### src/rtl/irq_route_pkg.sv
package irq_route_pkg;

  localparam int WORD_W = 32;
  localparam int PRIO_W = 8;
  localparam int PEND_W = 8;

  typedef enum logic [2:0] {
    S_IDLE, S_SRC, S_DESC, S_PUSH, S_RES, S_PEND, S_DONE
  } disp_state_t;

  // bit 2 set marks an error outcome
  typedef enum logic [2:0] {
    ST_OK         = 3'd0,
    ST_SRC_MASKED = 3'd1,
    ST_NO_PRIO    = 3'd2,
    ST_FMT_UNSUP  = 3'd3,
    ST_BAD_SRC    = 3'd4,
    ST_NO_DESC    = 3'd5,
    ST_NO_TARGET  = 3'd6
  } disp_status_t;

endpackage

### src/rtl/irq_route_fields.sv
module irq_route_fields
  import irq_route_pkg::*;
#(
  parameter int DESC_W  = 10,
  parameter int EDATA_W = 31,
  parameter int THR_W   = 6,
  localparam int ENT_W  = 2 + DESC_W + EDATA_W
) (
  input  logic [ENT_W-1:0]   src_entry,
  input  logic [WORD_W-1:0]  desc_w0,
  input  logic [WORD_W-1:0]  desc_w6,
  input  logic [WORD_W-1:0]  desc_w7,
  output logic               f_valid,
  output logic               f_masked,
  output logic [DESC_W-1:0]  f_qidx,
  output logic [EDATA_W-1:0] f_data,
  output logic               f_enq,
  output logic               f_fmt,
  output logic [THR_W-1:0]   f_thread,
  output logic [PRIO_W-1:0]  f_prio
);

  assign f_valid  = src_entry[ENT_W-1];
  assign f_masked = src_entry[ENT_W-2];
  assign f_qidx   = src_entry[EDATA_W +: DESC_W];
  assign f_data   = src_entry[EDATA_W-1:0];

  assign f_enq    = desc_w0[WORD_W-1];
  assign f_fmt    = desc_w6[WORD_W-1];
  assign f_thread = desc_w6[THR_W-1:0];
  assign f_prio   = desc_w7[PRIO_W-1:0];

  logic unused_desc_bits;
  assign unused_desc_bits = ^{desc_w0[WORD_W-2:0], desc_w6[WORD_W-2:THR_W],
                              desc_w7[WORD_W-1:PRIO_W]};

endmodule

### src/rtl/irq_prio_mask.sv
module irq_prio_mask
  import irq_route_pkg::*;
(
  input  logic [PRIO_W-1:0] prio,
  output logic              in_range,
  output logic [PEND_W-1:0] mask
);

  assign in_range = (prio < PRIO_W'(PEND_W));

  // priority 0 lands on the most significant bit
  for (genvar g = 0; g < PEND_W; g++) begin : g_bit
    assign mask[g] = (prio == PRIO_W'(PEND_W - 1 - g));
  end

endmodule

### src/rtl/irq_route_fsm.sv
module irq_route_fsm
  import irq_route_pkg::*;
#(
  parameter int SRC_W       = 12,
  parameter int DESC_W      = 10,
  parameter int EDATA_W     = 31,
  parameter int THR_W       = 6,
  parameter int NUM_THREADS = 48
) (
  input  logic               clk,
  input  logic               rst_n,
  input  logic               trig_valid,
  input  logic [SRC_W-1:0]   trig_src,
  output logic               trig_ready,
  output logic               src_req,
  output logic [SRC_W-1:0]   src_idx,
  input  logic               src_ack,
  input  logic               src_found,
  input  logic               f_valid,
  input  logic               f_masked,
  input  logic [DESC_W-1:0]  f_qidx,
  input  logic [EDATA_W-1:0] f_data,
  output logic               desc_req,
  input  logic               desc_ack,
  input  logic               desc_found,
  input  logic               f_enq,
  input  logic               f_fmt,
  input  logic [THR_W-1:0]   f_thread,
  input  logic [PRIO_W-1:0]  f_prio,
  output logic [DESC_W-1:0]  qidx_q,
  output logic [EDATA_W-1:0] data_q,
  output logic               push_req,
  input  logic               push_ack,
  input  logic               prio_ok,
  output logic [THR_W-1:0]   thr_q,
  output logic [PRIO_W-1:0]  prio_q,
  output logic               pend_we,
  output logic               done_o,
  output logic [2:0]         status_o,
  output logic               err_o
);

  localparam logic [THR_W:0] THR_LIM = (THR_W+1)'(NUM_THREADS);

  disp_state_t  state_q, state_d;
  disp_status_t status_q, status_d;
  logic         fmt_q;
  logic         src_en, ent_en, desc_en;
  logic [SRC_W-1:0] src_q;

  // next-state process
  always_comb begin
    state_d  = state_q;
    status_d = status_q;
    src_en   = 1'b0;
    ent_en   = 1'b0;
    desc_en  = 1'b0;
    unique case (state_q)
      S_IDLE: if (trig_valid) begin
        state_d = S_SRC;
        src_en  = 1'b1;
      end
      S_SRC: if (src_ack) begin
        if (!src_found || !f_valid) begin
          state_d = S_DONE; status_d = ST_BAD_SRC;
        end else if (f_masked) begin
          state_d = S_DONE; status_d = ST_SRC_MASKED;
        end else begin
          state_d = S_DESC; ent_en = 1'b1;
        end
      end
      S_DESC: if (desc_ack) begin
        if (!desc_found) begin
          state_d = S_DONE; status_d = ST_NO_DESC;
        end else begin
          desc_en = 1'b1;
          state_d = f_enq ? S_PUSH : S_RES;
        end
      end
      S_PUSH: if (push_ack) state_d = S_RES;
      S_RES: begin
        state_d = S_DONE;
        if ({1'b0, thr_q} >= THR_LIM) status_d = ST_NO_TARGET;
        else if (fmt_q)               status_d = ST_FMT_UNSUP;
        else if (!prio_ok)            status_d = ST_NO_PRIO;
        else begin
          state_d = S_PEND; status_d = ST_OK;
        end
      end
      S_PEND: state_d = S_DONE;
      S_DONE: state_d = S_IDLE;
      default: state_d = S_IDLE;
    endcase
  end

  // register process
  always_ff @(posedge clk or negedge rst_n) begin
    if (!rst_n) begin
      state_q  <= S_IDLE;
      status_q <= ST_OK;
      src_q    <= '0;
      qidx_q   <= '0;
      data_q   <= '0;
      thr_q    <= '0;
      prio_q   <= '0;
      fmt_q    <= 1'b0;
    end else begin
      state_q  <= state_d;
      status_q <= status_d;
      if (src_en) src_q <= trig_src;
      if (ent_en) begin
        qidx_q <= f_qidx;
        data_q <= f_data;
      end
      if (desc_en) begin
        thr_q  <= f_thread;
        prio_q <= f_prio;
        fmt_q  <= f_fmt;
      end
    end
  end

  assign trig_ready = (state_q == S_IDLE);
  assign src_req    = (state_q == S_SRC);
  assign src_idx    = src_q;
  assign desc_req   = (state_q == S_DESC);
  assign push_req   = (state_q == S_PUSH);
  assign pend_we    = (state_q == S_PEND);
  assign done_o     = (state_q == S_DONE);
  assign status_o   = status_q;
  assign err_o      = done_o & status_q[2];

  p_one_at_a_time_r1: assert property (@(posedge clk) disable iff (!rst_n)
    trig_valid && trig_ready |=> !trig_ready);

  p_src_hold_r2: assert property (@(posedge clk) disable iff (!rst_n)
    src_req && !src_ack |=> src_req && $stable(src_idx));

  p_push_hold_r6: assert property (@(posedge clk) disable iff (!rst_n)
    push_req && !push_ack |=> push_req && $stable(data_q) && $stable(qidx_q));

  p_write_then_ok_r10: assert property (@(posedge clk) disable iff (!rst_n)
    pend_we |=> done_o && !err_o && status_o == 3'd0);

  p_done_pulse_r11: assert property (@(posedge clk) disable iff (!rst_n)
    done_o |=> !done_o && trig_ready);

  p_err_in_done_r11: assert property (@(posedge clk) disable iff (!rst_n)
    err_o |-> done_o);

endmodule

### src/rtl/irq_route_dispatch.sv
module irq_route_dispatch
  import irq_route_pkg::*;
#(
  parameter int SRC_W       = 12,
  parameter int DESC_W      = 10,
  parameter int EDATA_W     = 31,
  parameter int THR_W       = 6,
  parameter int NUM_THREADS = 48,
  localparam int ENT_W      = 2 + DESC_W + EDATA_W
) (
  input  logic               clk,
  input  logic               rst_n,
  input  logic               trig_valid,
  input  logic [SRC_W-1:0]   trig_src,
  output logic               trig_ready,
  output logic               src_req,
  output logic [SRC_W-1:0]   src_idx,
  input  logic               src_ack,
  input  logic               src_found,
  input  logic [ENT_W-1:0]   src_entry,
  output logic               desc_req,
  output logic [DESC_W-1:0]  desc_idx,
  input  logic               desc_ack,
  input  logic               desc_found,
  input  logic [31:0]        desc_w0,
  input  logic [31:0]        desc_w6,
  input  logic [31:0]        desc_w7,
  output logic               push_req,
  output logic [DESC_W-1:0]  push_queue,
  output logic [EDATA_W-1:0] push_data,
  input  logic               push_ack,
  output logic               pend_we,
  output logic [THR_W-1:0]   pend_thread,
  input  logic [7:0]         pend_rdata,
  output logic [7:0]         pend_wdata,
  output logic               done_o,
  output logic [2:0]         status_o,
  output logic               err_o
);

  logic               f_valid, f_masked, f_enq, f_fmt, prio_ok;
  logic [DESC_W-1:0]  f_qidx, qidx_q;
  logic [EDATA_W-1:0] f_data, data_q;
  logic [THR_W-1:0]   f_thread, thr_q;
  logic [PRIO_W-1:0]  f_prio, prio_q;
  logic [PEND_W-1:0]  prio_bit;

  irq_route_fields #(.DESC_W(DESC_W), .EDATA_W(EDATA_W), .THR_W(THR_W)) u_fields (
    .src_entry(src_entry), .desc_w0(desc_w0), .desc_w6(desc_w6), .desc_w7(desc_w7),
    .f_valid(f_valid), .f_masked(f_masked), .f_qidx(f_qidx), .f_data(f_data),
    .f_enq(f_enq), .f_fmt(f_fmt), .f_thread(f_thread), .f_prio(f_prio)
  );

  irq_route_fsm #(
    .SRC_W(SRC_W), .DESC_W(DESC_W), .EDATA_W(EDATA_W),
    .THR_W(THR_W), .NUM_THREADS(NUM_THREADS)
  ) u_fsm (
    .clk(clk), .rst_n(rst_n),
    .trig_valid(trig_valid), .trig_src(trig_src), .trig_ready(trig_ready),
    .src_req(src_req), .src_idx(src_idx), .src_ack(src_ack), .src_found(src_found),
    .f_valid(f_valid), .f_masked(f_masked), .f_qidx(f_qidx), .f_data(f_data),
    .desc_req(desc_req), .desc_ack(desc_ack), .desc_found(desc_found),
    .f_enq(f_enq), .f_fmt(f_fmt), .f_thread(f_thread), .f_prio(f_prio),
    .qidx_q(qidx_q), .data_q(data_q),
    .push_req(push_req), .push_ack(push_ack),
    .prio_ok(prio_ok), .thr_q(thr_q), .prio_q(prio_q),
    .pend_we(pend_we), .done_o(done_o), .status_o(status_o), .err_o(err_o)
  );

  irq_prio_mask u_mask (
    .prio(prio_q), .in_range(prio_ok), .mask(prio_bit)
  );

  assign desc_idx    = qidx_q;
  assign push_queue  = qidx_q;
  assign push_data   = data_q;
  assign pend_thread = thr_q;
  assign pend_wdata  = pend_rdata | prio_bit;

  // the write may only add a single bit and must keep every set bit
  p_pend_keep_r10: assert property (@(posedge clk) disable iff (!rst_n)
    pend_we |-> ((pend_wdata & pend_rdata) == pend_rdata)
                && $countones(pend_wdata & ~pend_rdata) <= 1);

endmodule

### config.mk
export PLATFORM = sky130hd
export DESIGN_NAME = irq_route_dispatch
export DESIGN_NICKNAME = d
export VERILOG_FILES = /design/src/rtl/irq_route_pkg.sv /design/src/rtl/irq_route_fields.sv /design/src/rtl/irq_prio_mask.sv /design/src/rtl/irq_route_fsm.sv /design/src/rtl/irq_route_dispatch.sv
export SDC_FILE = /design/constraint.sdc
export NUM_CORES = 1
export LEC_CHECK = 0
export BUFFER_PORTS_ARGS = -buffer_cell sky130_fd_sc_hd__buf_2
export CAP_MARGIN = 5
export CELL_PAD_IN_SITES_DETAIL_PLACEMENT = 0
export CELL_PAD_IN_SITES_GLOBAL_PLACEMENT = 2
export CORE_UTILIZATION = 27
export DETAILED_ROUTE_END_ITERATION = 8
export GPL_ROUTABILITY_DRIVEN = 0
export GPL_TIMING_DRIVEN = 0
export PLACE_DENSITY_LB_ADDON = 0.12
export SLEW_MARGIN = 20
export SYNTH_ARGS = -nofsm -noshare
export SYNTH_HDL_FRONTEND = slang
export SYNTH_HIERARCHICAL = 1
export SYNTH_SLANG_ARGS = --single-unit
### constraint.sdc
create_clock -name clk -period 3.8 [get_ports clk]
set_clock_uncertainty 0.05 [all_clocks]
set_input_delay 0.76 -clock clk [delete_from_list [all_inputs] [get_ports clk]]
set_output_delay 0.76 -clock clk [all_outputs]
set_load 0.05 [all_outputs]
==> After elaboration in Yosys (flattened, before gate mapping) <==
Index checks and enable logic that the tools add are counted.
{ "word_totals": {"word_cells": 69, "input_bits": 167, "reg_bits": 74} }
{ "op_classes": {"n_lt_le_gt_ge": 2, "muxes": 30, "n_reduce_logical": 8, "bitwise_logic": 2, "n_eq_ne": 19} }
{ "op_table": {"columns": ["op", "n"], "rows": [
  ["3-bit 2-to-1 mux", 17],
  ["8-bit by 3-bit == test with 1-bit output, second input constant", 4],
  ["3-bit one-hot mux with 6 select lines", 1],
  ["8-bit by 2-bit == test with 1-bit output, second input constant", 2],
  ["3-bit == test, second input constant", 3],
  ["1-bit 2-to-1 mux", 9],
  ["3-bit one-hot mux with 3 select lines", 1],
  ["8-bit by 1-bit == test with 1-bit output, second input constant", 1],
  ["8-bit logical NOT", 1],
  ["8-bit by 4-bit < comparator with 1-bit output, second input constant", 1],
  ["8-bit bitwise OR", 1],
  ["3-bit by 2-bit == test with 1-bit output, second input constant", 2],
  ["6-bit >= comparator, second input constant", 1],
  ["2-bit by 1-bit inequality test with 1-bit output, second input constant", 3],
  ["5-bit AND reduction", 1],
  ["2-bit 2-to-1 mux", 2],
  ["2-bit inequality test, second input constant", 2],
  ["4-bit AND reduction", 1],
  ["3-bit by 1-bit == test with 1-bit output, second input constant", 1],
  ["3-bit logical NOT", 1],
  ["3-bit by 1-bit inequality test with 1-bit output, second input constant", 1],
  ["3-bit nonzero test", 1],
  ["1-bit logical NOT", 2],
  ["1-bit AND", 1],
  ["1-bit logical OR", 1]
]} }

==> Longest topological paths before layout <==
{ "depth": {"ltp_word": 5, "mapped_depth": 6} }

==> By module <==
The synthesis kept the hierarchy.
{ "modules_own_cells": {"columns": ["module", "area_per_inst_um2", "cells_each", "instances"], "rows": [
  ["irq_route_fsm", 3303.2, 212, 1],
  ["irq_route_fields", 442.9, 59, 1],
  ["irq_route_dispatch", 125.1, 18, 1],
  ["irq_prio_mask", 120.1, 15, 1]
]} }

==> Worst setup path after synthesis <==
No wires, ideal clock.
{ "synth_path": {"path_type": "reg2out", "startpoint": "register u_fsm.prio_q[7]", "endpoint": "output port pend_wdata[6]", "path_stages_with_launch": 5, "t_arrival_ns": 1.657, "required_ns": 2.990, "path_slack_ns": 1.333, "n_path_buf": 1, "path_cell_list": "dfrtp_1 -> or4_4 -> buf_6 -> nor4b_4 -> or2_1"} }
{ "synth_between": {"elab_chain_len": 2} }
{ "synth_lines": {"columns": ["item", "line", "source"], "rows": [
  ["start: declaration", "irq_route_fsm.sv:36", "output logic [PRIO_W-1:0] prio_q,"],
  ["start signal: assignment", "irq_route_fsm.sv:117", "prio_q <= f_prio;"],
  ["8-bit by 1-bit == test with 1-bit output", "irq_prio_mask.sv:13", "assign mask[g] = (prio == PRIO_W'(PEND_W - 1 - g));"],
  ["named net prio_bit[6]", "irq_route_dispatch.sv:46", "logic [PEND_W-1:0] prio_bit;"],
  ["8-bit bitwise OR", "irq_route_dispatch.sv:78", "assign pend_wdata = pend_rdata | prio_bit;"],
  ["end: declaration", "irq_route_dispatch.sv:35", "output logic [7:0] pend_wdata,"]
]} }
The timed path passes the listed nets, and every way through them passes these cells.

==> Worst setup path in the final report <==
{ "layout_path": {"startpoint": "register u_fsm.prio_q[6]", "endpoint": "output port pend_wdata[5]"} }
{ "layout_between": {"elab_chain_len": 2} }
{ "layout_lines": {"columns": ["item", "line"], "rows": [
  ["8-bit by 2-bit == test with 1-bit output", "irq_prio_mask.sv:13"],
  ["named net prio_bit[5]", "irq_route_dispatch.sv:46"],
  ["8-bit bitwise OR", "irq_route_dispatch.sv:78"]
]} }
The timed path passes the listed nets, and every way through them passes these cells.

==> results.cfg <==
[floorplanning]
die_area_um2 = 15270
num_rows = 44
die-height_um = 123.6
die_w_um = 123.6
io_pins = 254
initial_core_util = 0.2757
core_um2 = 14480

[timing]
rsz0062_at_grt = no
min_period_ns = 2.831
fin_crit_sh = 0.7450
finalSetupViolCount = 0
maxSlewViolCount = 0
holdWs_ns = 0.3383
fmax_mhz = 353.2
worst_slew_pin_slew_ns = 0.5002
slew_headroom = 0.6665
finalHoldViolCount = 0
tns_ns = 0
fin_ws_ns = 0.9691

[critical_path]
critPathRequiredTime_ns = 2.99
slowest_stage = or4_4
slowest_delay_ns = 0.51
cp_cell_sequence = or4_4 -> buf_6 -> nor4_1 -> or2_1 -> buf_2
cp.arrival_ns = 2.02
start_kind = register
worstSetupPathType = register to output pin
critPathCaptureType = output pin
crit_path_max_fanout = 9

[clock_tree]
cts_tree = built
clock-sinks = 74
cts-resized-gates = 0
clock_latency_ns = 0.33
cts_max_path_buffers = 2
ctsHtreeMaxLevel = 3
post_cts_buffers = 0
root_buffer = clkbuf_16
cts_buffers = 9
clk_pin_slew_worst_paths_ns = 0.06
holdBufCountCts = 0

[drt]
vias = 2550
drt_iter0_markers = 81
via_per_inst = 4.120
wirelength_mm = 8.801
firstDrtPassIters = 6
drt.antenna.violating_nets = 0
drc = 0
wire_per_inst_um = 14.22

[place]
io_buffers = 114
place_ws_ns = 1.305
dpl.cell_count = 603
dp_hpwl_mm = 6.748

[yosys]
synth_cell_types = 44
ys_ff_latch = 74
synth_area_um2 = 3991
synth_nets = 471
synth_cells = 304
ys_seq_area_frac = 0.4639
yosysWarnings = 6
avgSynthCellArea_um2 = 13.13

[pwr]
swShare = 0.4553
powerDensity_nw_per_um2 = 926.7
peakVddDrop_uv = 427.0
switchingPower_uw = 2180
finalPower_uw = 4788
pwr-share-clk = 0.208
power_frac_comb = 0.518
intPower_uw = 2608
leakage_uw = 0.002771
power_frac_seq = 0.274

[grt]
grt.total_usage = 0.1191
grt_max_degree = 40
grt_pass1_wl_mm = 13.32
grt_remaining_overflow = 0
grt_pass1_vias = 2500
antenna_found_initial = 0

[final_layout]
final_cells = 619
layout-drive-gt1-share = 0.6506
finalNetCount = 597
area_growth_pct = 29.44
antenna_cells = 0

[run_status]
status = completed

[run]
cap_violations = 0

[min_path]
min_path_type = input port to async pin
[synth_stat cells, drive strengths merged]
cell type	n	share of area
a21oi	4	0.0050
o311ai	1	0.0022
nand3b	1	0.0019
or4	1	0.0028
o21a	1	0.0019
nand3	3	0.0069
and3	2	0.0031
nor4	2	0.0031
nand2	4	0.0038
or3b	1	0.0022
nor4b	2	0.0097
mux2	70	0.24
nand2b	5	0.0078
nand4b	1	0.0022
clkbuf	1	0.00094
nor3b	2	0.0094
and2b	2	0.0047
o21bai	1	0.0019
buf	80	0.16
inv	3	0.0028
a221oi	1	0.0022
or3	1	0.0016
a211o	1	0.0022
o22ai	1	0.0016
nor2b	2	0.0031
dfrtp	74	0.46
and2	3	0.0047
a22oi	1	0.0031
or2	9	0.014
a21o	2	0.0038
o21ai	4	0.0050
nor3	6	0.0088
mux2i	1	0.0025
a21boi	2	0.0066
nor2	9	0.0085
[worst max-delay path, delay by kind of cell, from the launching register on]
kind                   cells  cell delay, ns
AND/OR/NAND/NOR            3            0.89
flip-flops                 1            0.39
buffers and inverters      2            0.41
[layer usage]
metal	routed length, µm	part of all wire	track usage	vias to the layer above
met1	3793	0.43	0.1445	1219
met2	4101	0.47	0.1854	102
met4	106	0.012	0.03840	0
li1	-	-	-	1223
met5	0	0	0	-
met3	800	0.091	0.05632	6
[state kept, by name, indices dropped and copies added (netlist names)]
name / count
u_fsm/data_q: 31
u_fsm/fmt_q: 1
u_fsm/prio_q: 8
u_fsm/qidx_q: 10
u_fsm/src_idx: 12
u_fsm/state_q: 3
u_fsm/status_o: 3
u_fsm/thr_q: 6
[final timing paths]
kind                                      start               end  slack (ns)  depth (start not counted)
worst max-delay path            u_fsm/prio_q[6]     pend_wdata[5]        0.97                          5
worst min-delay path                      rst_n   u_fsm/qidx_q[7]        0.34                          1
worst max register to register  u_fsm/prio_q[6]  u_fsm/state_q[0]        1.87                          6
worst min register to register   u_fsm/thr_q[3]    u_fsm/thr_q[3]        0.43                          1
max in group asynchronous                 rst_n  u_fsm/data_q[23]        2.78                          2
min in group clk                 u_fsm/thr_q[3]    u_fsm/thr_q[3]        0.43                          1
[power by group through the flow]
stage / clock [µW] / sequential (µW) / combinational, µW
after floorplan: 0 / 2180 / 1110
after global placement: 0 / 1310 / 2510
after detailed placement: 0 / 1320 / 2510
after CTS: 1040 / 1320 / 2510
after global routing: 1070 / 1360 / 2620
final: 996 / 1310 / 2480
[through the flow]
stage                       util  cell area [µm²]
after floorplan                -             3991
after global placement    0.3310             4792
after detailed placement  0.3325             4815
after CTS                 0.3568             5166
after global routing      0.3568             5166
final                     0.3568             5166
[final cells by class]
type	instances	area, µm²
buffer	81	638.1
sequential	74	1852
multi-input combinational	146	1490
clock inverter	6	112.6
timing repair buffer	115	593.1
inverter	3	11.26
fill	1489	9313
tap	184	230.2
clock buffer	10	239.0
[cell families after synthesis]
group,after synthesis,synth area share
and+or+nand+nor,56,0.09843
DFF,74,0.4640
muxes,71,0.2395
AOI/OAI and AO/OA,19,0.03543
buffers and inverters,84,0.1627
[cell usage in the layout, fill, tap and decap left out, types with 3 or more instances in the layout]
| cell | Yosys | layout |
|---|---|---|
| nand2_1 | 4 | 4 |
| dfrtp_1 | 74 | 74 |
| inv_1 | 3 | 3 |
| and2_1 | 3 | 3 |
| clkbuf_16 | 0 | 9 |
| mux2_2 | 18 | 18 |
| bufinv_16 | 0 | 3 |
| or2_1 | 8 | 8 |
| buf_4 | 71 | 72 |
| a21oi_1 | 4 | 4 |
| buf_6 | 9 | 9 |
| nor3_1 | 5 | 5 |
| buf_2 | 0 | 113 |
| nor2_1 | 9 | 9 |
| mux2_4 | 42 | 42 |
| o21ai_0 | 4 | 4 |
| mux2_1 | 10 | 10 |
| nand2b_1 | 5 | 5 |
Note: power is estimated with default switching activity, not from simulation.
